===== src/rtl/mdio_pkg.sv =====
package mdio_pkg;
  localparam int unsigned PRE_LEN  = 32;
  localparam int unsigned REGA_LSB = 8;
  localparam int unsigned CMD_SCAN = 0;
  localparam int unsigned CMD_RD   = 1;
  localparam int unsigned CMD_WR   = 2;
  localparam int unsigned ST_LINK  = 0;
  localparam int unsigned ST_BUSY  = 1;
  localparam int unsigned ST_INV   = 2;

  typedef enum logic [2:0] {
    SEL_MODE = 3'd0,
    SEL_CMD  = 3'd1,
    SEL_ADDR = 3'd2,
    SEL_TXD  = 3'd3,
    SEL_RXD  = 3'd4,
    SEL_STAT = 3'd5
  } reg_sel_e;
endpackage


===== src/rtl/mdio_clkdiv.sv =====
module mdio_clkdiv #(
  parameter int unsigned DIV_W = 8
) (
  input  logic             clk_i,
  input  logic             rst_ni,
  input  logic             en_i,
  input  logic [DIV_W-1:0] div_i,
  output logic             mdc_o,
  output logic             rise_o,
  output logic             fall_o
);
  localparam int unsigned HW = DIV_W - 1;

  logic [HW-1:0] half, cnt_q;
  logic          tick;
  logic          unused_div;

  assign unused_div = div_i[0];
  // bit 0 dropped: only even divider values are used
  assign half = (div_i[DIV_W-1:1] == '0) ? HW'(1) : div_i[DIV_W-1:1];
  assign tick = en_i && (cnt_q >= half - HW'(1));
  assign rise_o = tick && !mdc_o;
  assign fall_o = tick && mdc_o;

  always_ff @(posedge clk_i or negedge rst_ni) begin
    if (!rst_ni) begin
      cnt_q <= '0;
      mdc_o <= 1'b0;
    end else if (!en_i) begin
      cnt_q <= '0;
      mdc_o <= 1'b0;
    end else if (tick) begin
      cnt_q <= '0;
      mdc_o <= ~mdc_o;
    end else begin
      cnt_q <= cnt_q + HW'(1);
    end
  end

  p_idle_low_r2: assert property (@(posedge clk_i) disable iff (!rst_ni)
    !en_i |=> !mdc_o);
  p_hold_between_ticks_r2: assert property (@(posedge clk_i) disable iff (!rst_ni)
    (en_i && !rise_o && !fall_o) |=> $stable(mdc_o));
endmodule


===== src/rtl/mdio_frame.sv =====
module mdio_frame #(
  parameter int unsigned ADDR_W = 5,
  parameter int unsigned DATA_W = 16
) (
  input  logic              clk_i,
  input  logic              rst_ni,
  input  logic              start_i,
  input  logic              read_i,
  input  logic              nopre_i,
  input  logic [ADDR_W-1:0] phy_i,
  input  logic [ADDR_W-1:0] rega_i,
  input  logic [DATA_W-1:0] wdata_i,
  input  logic              rise_i,
  input  logic              fall_i,
  input  logic              mdio_i,
  output logic              active_o,
  output logic              done_o,
  output logic [DATA_W-1:0] rx_o,
  output logic              mdio_o,
  output logic              mdio_oe_o
);
  import mdio_pkg::*;

  localparam int unsigned BODY = 6 + 2 * ADDR_W + DATA_W;
  localparam int unsigned TOT  = PRE_LEN + BODY;
  localparam int unsigned IW   = $clog2(TOT);

  logic [TOT-1:0]    sh_q;
  logic [IW-1:0]     idx_q, last_q, rel_idx, samp_idx;
  logic              rd_q, active_q, at_last;
  logic [DATA_W-1:0] rx_q;
  logic [BODY-1:0]   body;

  assign body     = {2'b01, (read_i ? 2'b10 : 2'b01), phy_i, rega_i, 2'b10, wdata_i};
  assign at_last  = (idx_q == last_q);
  assign rel_idx  = last_q - IW'(DATA_W + 1);
  assign samp_idx = last_q - IW'(DATA_W - 1);

  assign active_o  = active_q;
  assign done_o    = active_q && fall_i && at_last;
  assign rx_o      = rx_q;
  assign mdio_o    = sh_q[TOT-1];
  assign mdio_oe_o = active_q && !(rd_q && (idx_q >= rel_idx));

  always_ff @(posedge clk_i or negedge rst_ni) begin
    if (!rst_ni) begin
      sh_q     <= '0;
      idx_q    <= '0;
      last_q   <= '0;
      rd_q     <= 1'b0;
      active_q <= 1'b0;
      rx_q     <= '0;
    end else if (start_i) begin
      sh_q     <= nopre_i ? {body, {PRE_LEN{1'b0}}} : {{PRE_LEN{1'b1}}, body};
      idx_q    <= '0;
      last_q   <= nopre_i ? IW'(BODY - 1) : IW'(TOT - 1);
      rd_q     <= read_i;
      active_q <= 1'b1;
    end else if (active_q) begin
      if (rise_i && rd_q && (idx_q >= samp_idx))
        rx_q <= {rx_q[DATA_W-2:0], mdio_i};
      if (fall_i) begin
        if (at_last) begin
          active_q <= 1'b0;
        end else begin
          idx_q <= idx_q + IW'(1);
          sh_q  <= {sh_q[TOT-2:0], 1'b0};
        end
      end
    end
  end

  p_line_moves_on_fall_r3: assert property (@(posedge clk_i) disable iff (!rst_ni)
    (active_q && !fall_i) |=> $stable(mdio_o));
  p_rx_moves_on_rise_r6: assert property (@(posedge clk_i) disable iff (!rst_ni)
    !rise_i |=> $stable(rx_o));
endmodule


===== src/rtl/mdio_regs.sv =====
module mdio_regs #(
  parameter int unsigned REG_W  = 32,
  parameter int unsigned DIV_W  = 8,
  parameter int unsigned ADDR_W = 5,
  parameter int unsigned DATA_W = 16
) (
  input  logic              clk_i,
  input  logic              rst_ni,
  input  logic              we_i,
  input  logic [2:0]        sel_i,
  input  logic [REG_W-1:0]  wdata_i,
  output logic [REG_W-1:0]  rdata_o,
  input  logic              active_i,
  input  logic              done_i,
  input  logic [DATA_W-1:0] rx_i,
  output logic [DIV_W-1:0]  div_o,
  output logic              nopre_o,
  output logic [ADDR_W-1:0] phy_o,
  output logic [ADDR_W-1:0] rega_o,
  output logic [DATA_W-1:0] txd_o,
  output logic              start_o,
  output logic              read_o
);
  import mdio_pkg::*;

  logic [DIV_W:0]    mode_q;
  logic [2:0]        cmd_q;
  logic [ADDR_W-1:0] phy_q, rega_q;
  logic [DATA_W-1:0] txd_q, rxd_q;
  logic              scan_frame_q, frame_rd_q, invalid_q, linkfail_q;
  logic              cmd_wr, start_rw, start_scan, busy;
  logic              unused_wdata;

  assign unused_wdata = ^wdata_i;
  assign cmd_wr     = we_i && (reg_sel_e'(sel_i) == SEL_CMD);
  assign start_rw   = cmd_wr && !active_i && !cmd_q[CMD_SCAN]
                      && (wdata_i[CMD_WR] || wdata_i[CMD_RD]);
  assign start_scan = !active_i && cmd_q[CMD_SCAN];
  assign start_o    = start_rw || start_scan;
  assign read_o     = start_rw ? !wdata_i[CMD_WR] : 1'b1;
  assign busy       = active_i || cmd_q[CMD_SCAN];

  assign div_o   = mode_q[DIV_W-1:0];
  assign nopre_o = mode_q[DIV_W];
  assign phy_o   = phy_q;
  assign rega_o  = rega_q;
  assign txd_o   = txd_q;

  always_ff @(posedge clk_i or negedge rst_ni) begin
    if (!rst_ni) begin
      mode_q       <= '0;
      cmd_q        <= '0;
      phy_q        <= '0;
      rega_q       <= '0;
      txd_q        <= '0;
      rxd_q        <= '0;
      scan_frame_q <= 1'b0;
      frame_rd_q   <= 1'b0;
      invalid_q    <= 1'b0;
      linkfail_q   <= 1'b0;
    end else begin
      if (we_i) begin
        case (reg_sel_e'(sel_i))
          SEL_MODE: mode_q <= wdata_i[DIV_W:0];
          SEL_CMD:  cmd_q  <= wdata_i[2:0];
          SEL_ADDR: begin
            phy_q  <= wdata_i[ADDR_W-1:0];
            rega_q <= wdata_i[REGA_LSB +: ADDR_W];
          end
          SEL_TXD:  txd_q  <= wdata_i[DATA_W-1:0];
          default: ;
        endcase
      end
      if (start_o) begin
        scan_frame_q <= start_scan;
        frame_rd_q   <= read_o;
      end
      if (done_i && frame_rd_q)
        rxd_q <= rx_i;
      if (done_i && scan_frame_q) begin
        linkfail_q <= ~rx_i[2];
        invalid_q  <= 1'b0;
      end
      if (cmd_wr && wdata_i[CMD_SCAN] && !cmd_q[CMD_SCAN])
        invalid_q <= 1'b1;
    end
  end

  always_comb begin
    rdata_o = '0;
    case (reg_sel_e'(sel_i))
      SEL_MODE: rdata_o[DIV_W:0] = mode_q;
      SEL_CMD:  rdata_o[2:0] = cmd_q;
      SEL_ADDR: begin
        rdata_o[ADDR_W-1:0]        = phy_q;
        rdata_o[REGA_LSB +: ADDR_W] = rega_q;
      end
      SEL_TXD:  rdata_o[DATA_W-1:0] = txd_q;
      SEL_RXD:  rdata_o[DATA_W-1:0] = rxd_q;
      SEL_STAT: begin
        rdata_o[ST_LINK] = linkfail_q;
        rdata_o[ST_BUSY] = busy;
        rdata_o[ST_INV]  = invalid_q;
      end
      default: ;
    endcase
  end

  p_start_only_idle_r8: assert property (@(posedge clk_i) disable iff (!rst_ni)
    start_o |-> !active_i);
  p_invalid_clears_on_scan_r10: assert property (@(posedge clk_i) disable iff (!rst_ni)
    $fell(invalid_q) |-> $past(done_i && scan_frame_q));
  p_link_hold_r10: assert property (@(posedge clk_i) disable iff (!rst_ni)
    !(done_i && scan_frame_q) |=> $stable(linkfail_q));
endmodule


===== src/rtl/mdio_master.sv =====
module mdio_master #(
  parameter int unsigned REG_W  = 32,
  parameter int unsigned DIV_W  = 8,
  parameter int unsigned ADDR_W = 5,
  parameter int unsigned DATA_W = 16
) (
  input  logic             clk_i,
  input  logic             rst_ni,
  input  logic             reg_we_i,
  input  logic [2:0]       reg_sel_i,
  input  logic [REG_W-1:0] reg_wdata_i,
  output logic [REG_W-1:0] reg_rdata_o,
  output logic             mdc_o,
  input  logic             mdio_i,
  output logic             mdio_o,
  output logic             mdio_oe_o
);
  logic [DIV_W-1:0]  div;
  logic              nopre, start, read, active, done, rise, fall;
  logic [ADDR_W-1:0] phy, rega;
  logic [DATA_W-1:0] txd, rx;

  mdio_regs #(.REG_W(REG_W), .DIV_W(DIV_W), .ADDR_W(ADDR_W), .DATA_W(DATA_W)) u_regs (
    .clk_i, .rst_ni,
    .we_i(reg_we_i), .sel_i(reg_sel_i), .wdata_i(reg_wdata_i), .rdata_o(reg_rdata_o),
    .active_i(active), .done_i(done), .rx_i(rx),
    .div_o(div), .nopre_o(nopre), .phy_o(phy), .rega_o(rega), .txd_o(txd),
    .start_o(start), .read_o(read)
  );

  mdio_clkdiv #(.DIV_W(DIV_W)) u_clkdiv (
    .clk_i, .rst_ni, .en_i(active), .div_i(div),
    .mdc_o, .rise_o(rise), .fall_o(fall)
  );

  mdio_frame #(.ADDR_W(ADDR_W), .DATA_W(DATA_W)) u_frame (
    .clk_i, .rst_ni,
    .start_i(start), .read_i(read), .nopre_i(nopre),
    .phy_i(phy), .rega_i(rega), .wdata_i(txd),
    .rise_i(rise), .fall_i(fall), .mdio_i,
    .active_o(active), .done_o(done), .rx_o(rx),
    .mdio_o, .mdio_oe_o
  );
endmodule


===== config.mk =====
export PLATFORM = sky130hd
export DESIGN_NAME = mdio_master
export DESIGN_NICKNAME = d
export VERILOG_FILES = /design/src/rtl/mdio_pkg.sv /design/src/rtl/mdio_clkdiv.sv /design/src/rtl/mdio_frame.sv /design/src/rtl/mdio_regs.sv /design/src/rtl/mdio_master.sv
export SDC_FILE = /design/constraint.sdc
export NUM_CORES = 1
export LEC_CHECK = 0
export ABC_AREA = 1
export CAP_MARGIN = 20
export CORE_MARGIN = 5
export CORE_UTILIZATION = 52
export CTS_CLUSTER_SIZE = 16
export DETAILED_ROUTE_END_ITERATION = 7
export GPL_TIMING_DRIVEN = 0
export PLACE_DENSITY = 0.76
export SYNTH_ARGS = -nofsm -noshare
export SYNTH_HDL_FRONTEND = slang
export SYNTH_HIERARCHICAL = 1
export SYNTH_SLANG_ARGS = --single-unit

===== constraint.sdc =====
create_clock -name clk_i -period 3.23 [get_ports clk_i]
set_clock_uncertainty 0.15 [all_clocks]
set_input_delay 0.8075 -clock clk_i [delete_from_list [all_inputs] [get_ports clk_i]]
set_output_delay 0.8075 -clock clk_i [all_outputs]
set_load 0.01 [all_outputs]

==> Yosys cells after proc, flatten, opt, wreduce, memory -nomap -nowiden <==
Index checks and enable logic that the tools add are counted.
{ "totals": {"regBits": 159, "input_bits": 39, "out_inout_bits": 35} }
{ "op_classes": {"addsub": 5, "n_lt_le_gt_ge": 3, "n_eq_ne": 8, "mux": 29, "bitwise_logic": 3, "reduce_logical": 37} }
{ "op_table": {"columns": ["cell", "count"], "rows": [
  ["$mux 64", 5],
  ["$mux 6", 5],
  ["$mux 7", 3],
  ["$logic_and 1x1->1", 18],
  ["$pmux 3 s6", 1],
  ["$ge 6x6->1", 2],
  ["$pmux 4 s3", 1],
  ["$mux 1", 9],
  ["$pmux 3 s3", 1],
  ["$pmux 2 s4", 1],
  ["$reduce_and 2->1", 4],
  ["$add 7x1->7 const B", 1],
  ["$ge 7x7->1", 1],
  ["$logic_not 7->1", 1],
  ["$sub 7x1->7 const B", 1],
  ["$add 6x1->6 const B", 1],
  ["$eq 3x2->1 const B", 2],
  ["$eq 3x3->1 const B", 2],
  ["$eq 6x6->1", 1],
  ["$pmux 3 s2", 1],
  ["$reduce_and 3->1", 2],
  ["$reduce_bool 2->1", 3],
  ["$sub 6x4->6 const B", 1],
  ["$sub 6x5->6 const B", 1],
  ["other kinds (8)", 17]
]} }

==> Longest topological paths before layout <==
Gate-level depths: netlist of the first run.
{ "logic_depth": {"ltp_word": 11, "depth_mapped": 21, "depth_no_buf": 20} }

==> Hierarchy <==
The synthesis of the first run kept the hierarchy.
{ "by_module_without_submodules": {"columns": ["mod", "instances", "cells_per_inst", "area_per_inst_um2"], "rows": [
  ["mdio_frame", 1, 608, 4588.2],
  ["mdio_regs", 1, 310, 2788.9],
  ["mdio_clkdiv", 1, 98, 714.4]
]} }

==> Least setup slack after synthesis of the first run <==
Ideal clock, no wire load.
{ "synth_timing": {"path_kind": "reg-to-reg", "startpoint": "register u_regs.mode_q[7]", "endpoint": "register u_regs.rxd_q[10]", "setup_time_ps": 125, "arrival_time_ps": 2973, "t_required_ps": 2955, "setup_slack_ps": -17, "stages_incl_launch_ff": 20, "n_path_buf": 1, "period_less_slack_ps": 3247, "path_cell_list": "dfrtp_1 nor3_1 a21oi_1 ha_1 nand2_1 nor2_1 nand3_1 xor2_1 ha_1 nand2_1 inv_1 a21oi_4 nand2_1 nand2_1 nor2_1 nand2_1 nor2_1 nand2_1 buf_2 mux2_2"} }
{ "synth_via": {"elab_chain_cells": 9} }
{ "synth_rtl": {"columns": ["item", "line", "text"], "rows": [
  ["start: declaration", "mdio_regs.sv:26", "logic [DIV_W:0] mode_q;"],
  ["start signal: assignment", "mdio_regs.sv:64", "SEL_MODE: mode_q <= wdata_i[DIV_W:0];"],
  ["$logic_not 7->1", "mdio_clkdiv.sv:20", "assign half = (div_i[DIV_W-1:1] == '0) ? HW'(1) : div_i[DIV_W-1:1];"],
  ["$mux 7 (*)", "mdio_clkdiv.sv:20", null],
  ["$sub 7x1->7 (*)", "mdio_clkdiv.sv:21", "assign tick = en_i && (cnt_q >= half - HW'(1));"],
  ["$ge 7x7->1 (*)", "mdio_clkdiv.sv:21", null],
  ["$logic_and 1x1->1 (*)", "mdio_clkdiv.sv:21", null],
  ["$logic_and 1x1->1 (*)", "mdio_clkdiv.sv:23", "assign fall_o = tick && mdc_o;"],
  ["via fall", "mdio_master.sv:19", "logic nopre, start, read, active, done, rise, fall;"],
  ["$logic_and 1x1->1 (*) (2 in a row)", "mdio_frame.sv:40", "assign done_o = active_q && fall_i && at_last;"],
  ["via done", "mdio_master.sv:19", null],
  ["$logic_and 1x1->1 (*)", "mdio_regs.sv:78", "if (done_i && frame_rd_q)"],
  ["end signal: assignment", "mdio_regs.sv:79", "rxd_q <= rx_i;"],
  ["end: declaration", "mdio_regs.sv:29", "logic [DATA_W-1:0] txd_q, rxd_q;"]
]} }
Mark *: on every way through the listed nets, which the timed path passes. The rest lies on a longest branch.
A chain may end at the register's enable or synchronous reset.

==> Worst setup path in the final report of the first run <==
{ "layout_timing": {"startpoint": "register u_regs.mode_q[7]", "endpoint": "register u_regs.rxd_q[13]"} }
Same word-level chain as after synthesis.

==> results of run 1 <==
## power by group through the flow
stage               Clock (mW)  Sequential (mW)  Combinational, mW
floorplan                    0             2.63               1.25
global route              2.18             2.75               2.10
global placement             0             2.71               1.59
CTS                       2.09             2.69               1.73
detailed placement           0             2.72               1.65
finish                    2.07             2.70               1.86
## per-layer routing
layer	vias up	part of all wire	track usage
met4	0	0.023	0.07919
met2	305	0.47	0.3816
met1	3520	0.43	0.3219
li1	3456	-	-
met5	-	0	0
met3	50	0.075	0.05961
## cell type report
| cell class | instances | area, um^2 | area share |
|---|---|---|---|
| inverters | 61 | 241.5 | 0.02443 |
| repair buffers | 67 | 673.1 | 0.06810 |
| flip-flops and latches | 156 | 3908 | 0.3953 |
| clock buffers | 18 | 439.2 | 0.04443 |
| clock inverters | 12 | 163.9 | 0.01658 |
| well taps | 211 | 264.0 | 0.02671 |
| multi-input cells | 744 | 3711 | 0.3754 |
| plain buffers | 70 | 484.2 | 0.04899 |
## worst max-delay path, cell delays in order (launching register included)
cell	delay (ps)
dfrtp_1	430
nor3_4	70
a21oi_2	180
ha_2	220
nand2_2	60
nor2_4	120
nand3_2	80
xor2_1	140
ha_1	310
nand2_2	70
nor2_2	100
nand2_2	100
nand2_2	90
nand2_2	60
nor2_4	150
nand2_4	80
nor2_4	160
nand2_4	110
clkbuf_16	180
mux2_2	270
## kinds of logic after synthesis
logic type                 Yosys count
AOI/OAI and AO/OA                  109
xor gates and xnor gates             9
adders and majority gates           12
buffers and inverters              131
DFF                                156
muxes                               16
other                                1
and+or+nand+nor                    582
## sequential cells by signal, summed over array words and instances, names as in the netlist, 2 cells and up
name and cells:
u_clkdiv/cnt_q 7, u_frame/idx_q 6, u_frame/last_q 2, u_frame/rx_o 16, u_frame/sh_q 64, u_regs/cmd_q 3
u_regs/mode_q 9, u_regs/phy_o 5, u_regs/rega_o 5, u_regs/rxd_q 16, u_regs/txd_o 16
## worst paths after layout
kind / cells past startpoint / to / slack, ps / start
min in group clk_i: 2 / u_frame/rx_o[15] / 330 / u_frame/rx_o[15]
setup reg to reg: 19 / u_regs/rxd_q[13] / -50 / u_regs/mode_q[7]
max in group asynchronous: 2 / u_frame/idx_q[1] / 1820 / rst_ni
hold reg to reg: 2 / u_frame/rx_o[15] / 330 / u_frame/rx_o[15]
setup / recovery: 19 / u_regs/rxd_q[13] / -50 / u_regs/mode_q[7]
hold / removal: 1 / u_regs/rxd_q[13] / 240 / rst_ni
## synth_stat cells, types with 2 or more instances
cell type  instances
nor2_4             2
nand4_1           15
nand2_1          360
clkbuf_1          16
nor2_1            72
ha_1              12
nand2_2            5
buf_4             26
a21oi_1           29
dfrtp_1          156
o21ai_1           22
o21ai_2            6
nand3_1          113
inv_1             55
nand3_2            2
a22o_1             4
buf_2             19
inv_2              4
xor2_1             7
mux2_2            16
buf_6              9
xnor2_1            2
nor3_4             3
nor3_2             2
nor2_2             3
o21ai_0           44
## timing repair
action	in CTS	in global routing
setup buffers	17	6
resized for setup	50	32
cloned	2	2
pin swaps	6	20
setup endpoints to repair	121	105
## stage by stage
stage	instances	power [mW]	setup WS, ps	util	setup TNS (ps)
finish	1339	6.628	-54.67	0.6478	-717.7
global route	1339	7.033	-276.6	0.6478	-16140
CTS	1331	6.505	9.798	0.6342	0
detailed placement	1282	4.366	-765.3	0.5789	-57890
global placement	1281	4.306	-5170	0.5770	-855970
floorplan	1031	3.879	31.44	-	0
==> flow_summary_export.csv, run 1 <==
group,metric,value,unit
power_and_ir_drop,ir_drop,0.4144,mV
outcome,violations,"negative setup slack",
sta,timing.final.hold_violations,0,
route,first_pass_iters,6,
logic_synthesis,synthAdderAreaFrac,0.01856,
grt,antenna_found_initial,0,
route,post_drt_wl_per_cell,16.14,um
grt,grt_pass1_wl,34430,um
placed_design,post-dp-hpwl,14000,um
logic_synthesis,synth_top_area_frac,0.4824,
grt,first_global_vias,6842,
placed_design,portBuffers,39,
logic_synthesis,yosys.area_share.simple,0.3076,
floorplan,io_pins,74,
route,drc,0,
placed_design,gp_congestion,0.8895,
sta,slew_headroom,0.5095,
logic_synthesis,netlist_instances,1016,
grt,grt-ovfl-total,0,
critical_path,cp-start-kind,"register",
critical_path,path_class,"reg2reg",
power_and_ir_drop,power_density,670.6,nW/um^2
clock_network,clk_latency,430,ps
power_and_ir_drop,p_switching,2.209,mW
route,vias,7331,
power_and_ir_drop,leakage,5.178,nW
logic_synthesis,yosysTopAreaCell,"dfrtp_1",
sta,fin_ws,-54.67,ps
route,first_iter_violations,644,
clock_network,cts_made_buffers,17,
cells_and_area,drive_gt1_frac,0.1676,
outcome,outcome,"finished with violations",
route,vias_per_cell,5.475,
grt,grt_use_total,0.2393,
clock_network,clk_path_buf_depth,2,
cells_and_area,nFillCells,1266,
route,ant_nets,0,
floorplan,die_h,134.7,um
clock_network,cts-root-buf,"clkbuf_16",
grt,grt_start_max_net_pins,86,
logic_synthesis,synth_edf_count,0,
floorplan,core,15260,um^2
cells_and_area,antenna_cells,0,
sta,maxSlewViolCount,0,
sta,fmax,304.4,MHz
sta,worstMarginPinSlew,733.6,ps
logic_synthesis,synth.area.top_cells,"dfrtp_1 48%, nand2_1 17%, nand3_1 7.0%, nor2_1 3.3%, o21ai_0 2.7%",
clock_network,cts_tree,"built",
placed_design,place_area,8833,um^2
cells_and_area,stdcell_area,9884,um^2
cells_and_area,syn_to_final_growth,22.16,%
route,finalWirelength,21610,um
logic_synthesis,synthArstFlopShare,1.000,
power_and_ir_drop,power.share.clock,0.312,
logic_synthesis,yosys_warnings,6,
logic_synthesis,synth_top_family_by_area,"simple AND/OR/NAND/NOR gates",
logic_synthesis,synth_cell_types,38,
power_and_ir_drop,swShare,0.3333,
sta,setup_viol,26,
logic_synthesis,yosysSeqAreaShare,0.4824,
cells_and_area,final_nets,1168,
cells_and_area,final_cell_mix,"346 x nand2_1, 153 x dfrtp_1, 112 x nand3_1, 68 x nor2_1, 54 x inv_1",
clock_network,cts_hold_buf,0,
clock_network,clkSlewWorstSetupHoldPaths,70,ps
floorplan,start_util,0.5303,
logic_synthesis,synth_compound_area_frac,0.07422,
critical_path,cp_max_fo,5,
floorplan,rows,45,
logic_synthesis,ys_ff_latch,156,
logic_synthesis,avgSynthCellArea,7.964,um^2
logic_synthesis,synth-main-ff-cell,"dfrtp_1",
critical_path,cp.required,3390,ps
power_and_ir_drop,power_frac_seq,0.407,
cells_and_area,layout_commonest_cell,"nand2_1",
clock_network,htree_num_levels,4,
job,cap_viol_max_count,0,
sta,fin_hold_ws,236.0,ps
floorplan,dieArea,18150,um^2
logic_synthesis,synth.mux.area_fraction,0.02227,
logic_synthesis,synth_xor_area_frac,0.009742,
sta,period_share,1.017,
clock_network,clock_sinks,156,
power_and_ir_drop,p_int,4.419,mW
critical_path,crit_arrival,3440,ps
logic_synthesis,netlist_area,8092,um^2
worst_hold_path,min_path_type,"in2async",
sta,final.min_clock_period,3285,ps
sta,rsz0062_at_grt,"yes",
critical_path,crit_path_end_kind,"register",
floorplan,fp.dieW,134.7,um
power_and_ir_drop,pwr-share-comb,0.280,
No activity file was read; power rests on OpenSTA's default activity.
==> run 2, diff against run 1 <==
--- a/config.mk
+++ b/config.mk
@@ -7,10 +7,12 @@
 export LEC_CHECK = 0
 export ABC_AREA = 1
 export CAP_MARGIN = 20
+export CORE_ASPECT_RATIO = 1.4
 export CORE_MARGIN = 5
 export CORE_UTILIZATION = 52
 export CTS_CLUSTER_SIZE = 16
 export DETAILED_ROUTE_END_ITERATION = 7
+export GPL_ROUTABILITY_DRIVEN = 0
 export GPL_TIMING_DRIVEN = 0
 export PLACE_DENSITY = 0.76
 export SYNTH_ARGS = -nofsm -noshare
==> constraint.sdc (replaced) <==
create_clock -name clk_i -period 3.23 [get_ports clk_i]
set_clock_uncertainty 0.15 [all_clocks]
set_input_delay 0.646 -clock clk_i [delete_from_list [all_inputs] [get_ports clk_i]]
set_output_delay 0.646 -clock clk_i [all_outputs]
set_load 0.01 [all_outputs]
==> run 2 against run 1 <==
The run still ends with negative setup slack left; first-iteration DRC count is 38% lower; die area is 0.20% higher; cell area is 0.25% lower; critical path depth stayed put; sequential share of layout area is 0.13 points higher; non-clock buffer count is 4 lower; sequential cell count stayed put; largest cell class unchanged; largest power group unchanged.
==> flow_summary_export.csv, run 2 (synthesis gave the netlist of run 1 again) <==
group,metric,value,unit
grt,grt_use_total,0.2392,
cells_and_area,instances_no_fill,1322,
grt,first_global_vias,7046,
critical_path,crit_path_end_kind,"register",
clock_network,cts_tree,"built",
cells_and_area,top_register,"u_frame/sh_q",
sta,timing.final.hold_violations,0,
cells_and_area,layout_commonest_cell,"nand2_1",
job,cap_viol_max_count,0,
clock_network,cts_hold_buf,0,
cells_and_area,final_core_util,0.6372,
clock_network,htree_num_levels,4,
cells_and_area,final_nets,1164,
route,drc,0,
critical_path,cpMaxStageDelayCell,"dfrtp_2",
sta,fmax,307.8,MHz
critical_path,cpPeakStageDelay,420,ps
floorplan,fp.dieW,115.4,um
route,first_iter_violations,397,
cells_and_area,largest_reg_flops,64,
placed_design,post-dp-hpwl,14240,um
floorplan,io_pins,74,
route,vias,7166,
power_and_ir_drop,power_frac_seq,0.406,
clock_network,cts-root-buf,"clkbuf_16",
route,finalWirelength,21020,um
floorplan,rows,54,
power_and_ir_drop,p_int,4.426,mW
critical_path,crit_arrival,3400,ps
cells_and_area,stdcell_area,9859,um^2
clock_network,cts_made_buffers,17,
grt,grt_use_met3,0.03403,
cells_and_area,nFillCells,1276,
sta,fin_ws,-18.76,ps
grt,top_usage_layer,"met2",
route,first_pass_iters,5,
clock_network,clock_sinks,156,
grt,met2_usage,0.4145,
grt,grt_start_max_net_pins,101,
outcome,outcome,"finished with violations",
critical_path,cp_max_fo,5,
power_and_ir_drop,p_switching,2.222,mW
floorplan,core,15470,um^2
cells_and_area,syn_to_final_growth,21.85,%
critical_path,crit_chain,"nor3_4 -> a21oi_2 -> ha_2 -> nand2_2 -> nor2_4 -> nand3_2 -> xor2_2 -> ha_1 -> nand2_2 -> nor2_2 -> nand2_2 -> nand2_2 -> nand2_2 -> nor2_4 -> nand2_4 -> nor2_4 -> nand2_4 -> buf_6 -> mux2_2",
floorplan,start_util,0.5230,
clock_network,clkSlewWorstSetupHoldPaths,70,ps
route,vias_per_cell,5.421,
critical_path,cp_common_cell,"nand2_2",
sta,setup_viol,9,
worst_hold_path,min_path_type,"in2async",
placed_design,portBuffers,39,
clock_network,clk_path_buf_depth,2,
outcome,violations,"negative setup slack",
critical_path,path_class,"reg2reg",
cells_and_area,antenna_cells,0,
placed_design,placed_cells,1267,
grt,grt-ovfl-total,0,
critical_path,cp.required,3380,ps
sta,finalSetupTns,-63.93,ps
sta,slew_headroom,0.4882,
power_and_ir_drop,p_total,6.648,mW
power_and_ir_drop,leakage,5.070,nW
route,post_drt_wl_per_cell,15.90,um
grt,grt_pass1_wl,34390,um
route,ant_nets,0,
power_and_ir_drop,power.share.clock,0.318,
cells_and_area,final_cell_mix,"339 x nand2_1, 151 x dfrtp_1, 110 x nand3_1, 68 x nor2_1, 53 x inv_1",
placed_design,place_area,8815,um^2
grt,antenna_found_initial,0,
cells_and_area,drive_gt1_frac,0.1776,
sta,period_share,1.006,
critical_path,cp-start-kind,"register",
power_and_ir_drop,swShare,0.3343,
clock_network,clk_latency,420,ps
sta,maxSlewViolCount,0,
power_and_ir_drop,ir_drop,0.3933,mV
grt,grt_use_met1,0.2879,
sta,final.min_clock_period,3249,ps
placed_design,dpl_worst_slack,-615.5,ps
sta,worstMarginPinSlew,765.5,ps
sta,rsz0062_at_grt,"yes",
floorplan,die_h,157.6,um
sta,fin_hold_ws,27.14,ps
power_and_ir_drop,pwr-share-comb,0.276,
power_and_ir_drop,power_density,674.3,nW/um^2
floorplan,dieArea,18190,um^2
==> run 2: changes by cell type in the layout (fill, tap and decap cells not counted), moves of 7 or more <==
| cell | previous run | this run |
|---|---|---|
| clkdlybuf4s50_1 | 19 | 35 |
| dlygate4sd2_1 | 17 | 2 |
| nand2_1 | 346 | 339 |
| nand2_2 | 15 | 22 |
==> run 2: final timing paths <==
kind / slack [ps] / start / endpoint / depth (start not counted)
min in group clk_i: 330 / u_regs/scan_frame_q / u_regs/scan_frame_q / 2
min reg2reg: 330 / u_regs/scan_frame_q / u_regs/scan_frame_q / 2
min: 30 / rst_ni / u_clkdiv/cnt_q[4] / 1
max: -20 / u_regs/mode_q[7] / u_regs/rxd_q[4] / 19
max in group asynchronous: 2010 / rst_ni / u_regs/rega_o[3] / 2
max reg2reg: -20 / u_regs/mode_q[7] / u_regs/rxd_q[4] / 19
==> run 2: repair_timing <==
item | in CTS | in global routing
hold endpoints to repair | 0 | 0
setup buffers | 14 | 8
pin swaps | 8 | 19
cloned | 2 | 0
resized for setup | 37 | 38
setup endpoints to repair | 121 | 111
==> run 2: per-layer routing <==
metal / wire, um / part of all wire / vias to the layer above
met1: 8315 / 0.40 / 3429
met2: 10770 / 0.51 / 223
met3: 947 / 0.045 / 67
met4: 980 / 0.047 / 0
met5: 0 / 0 / -
li1: - / - / 3447
==> run 2: final cells by class <==
class                           count  area (um^2)  area share
Buffer                             69        461.7     0.04683
Clock buffer                       18        439.2     0.04454
Clock inverter                     14        183.9     0.01865
Inverter                           61        241.5     0.02449
Multi-Input combinational cell    744         3739      0.3792
Sequential cell                   156         3910      0.3966
Tap cell                          196        245.2     0.02487
Timing Repair Buffer               64        639.4     0.06485
==> run 2: power groups by stage <==
stage	clock network [mW]	registers [mW]	logic, mW
CTS	2.14	2.69	1.74
detailed placement	0	2.71	1.65
global route	2.22	2.75	2.09
finish	2.12	2.70	1.83
global placement	0	2.71	1.59
floorplan	0	2.63	1.25
==> run 2: worst max-delay path: cells and delay by family, from the launching register on <==
family	cells	cell delay, ps
AOI/OAI and AO/OA	1	180
xor gates and xnor gates	1	160
adders and majority gates	2	520
buffers and inverters	1	160
DFF	1	420
muxes	1	270
and+or+nand+nor	13	1260
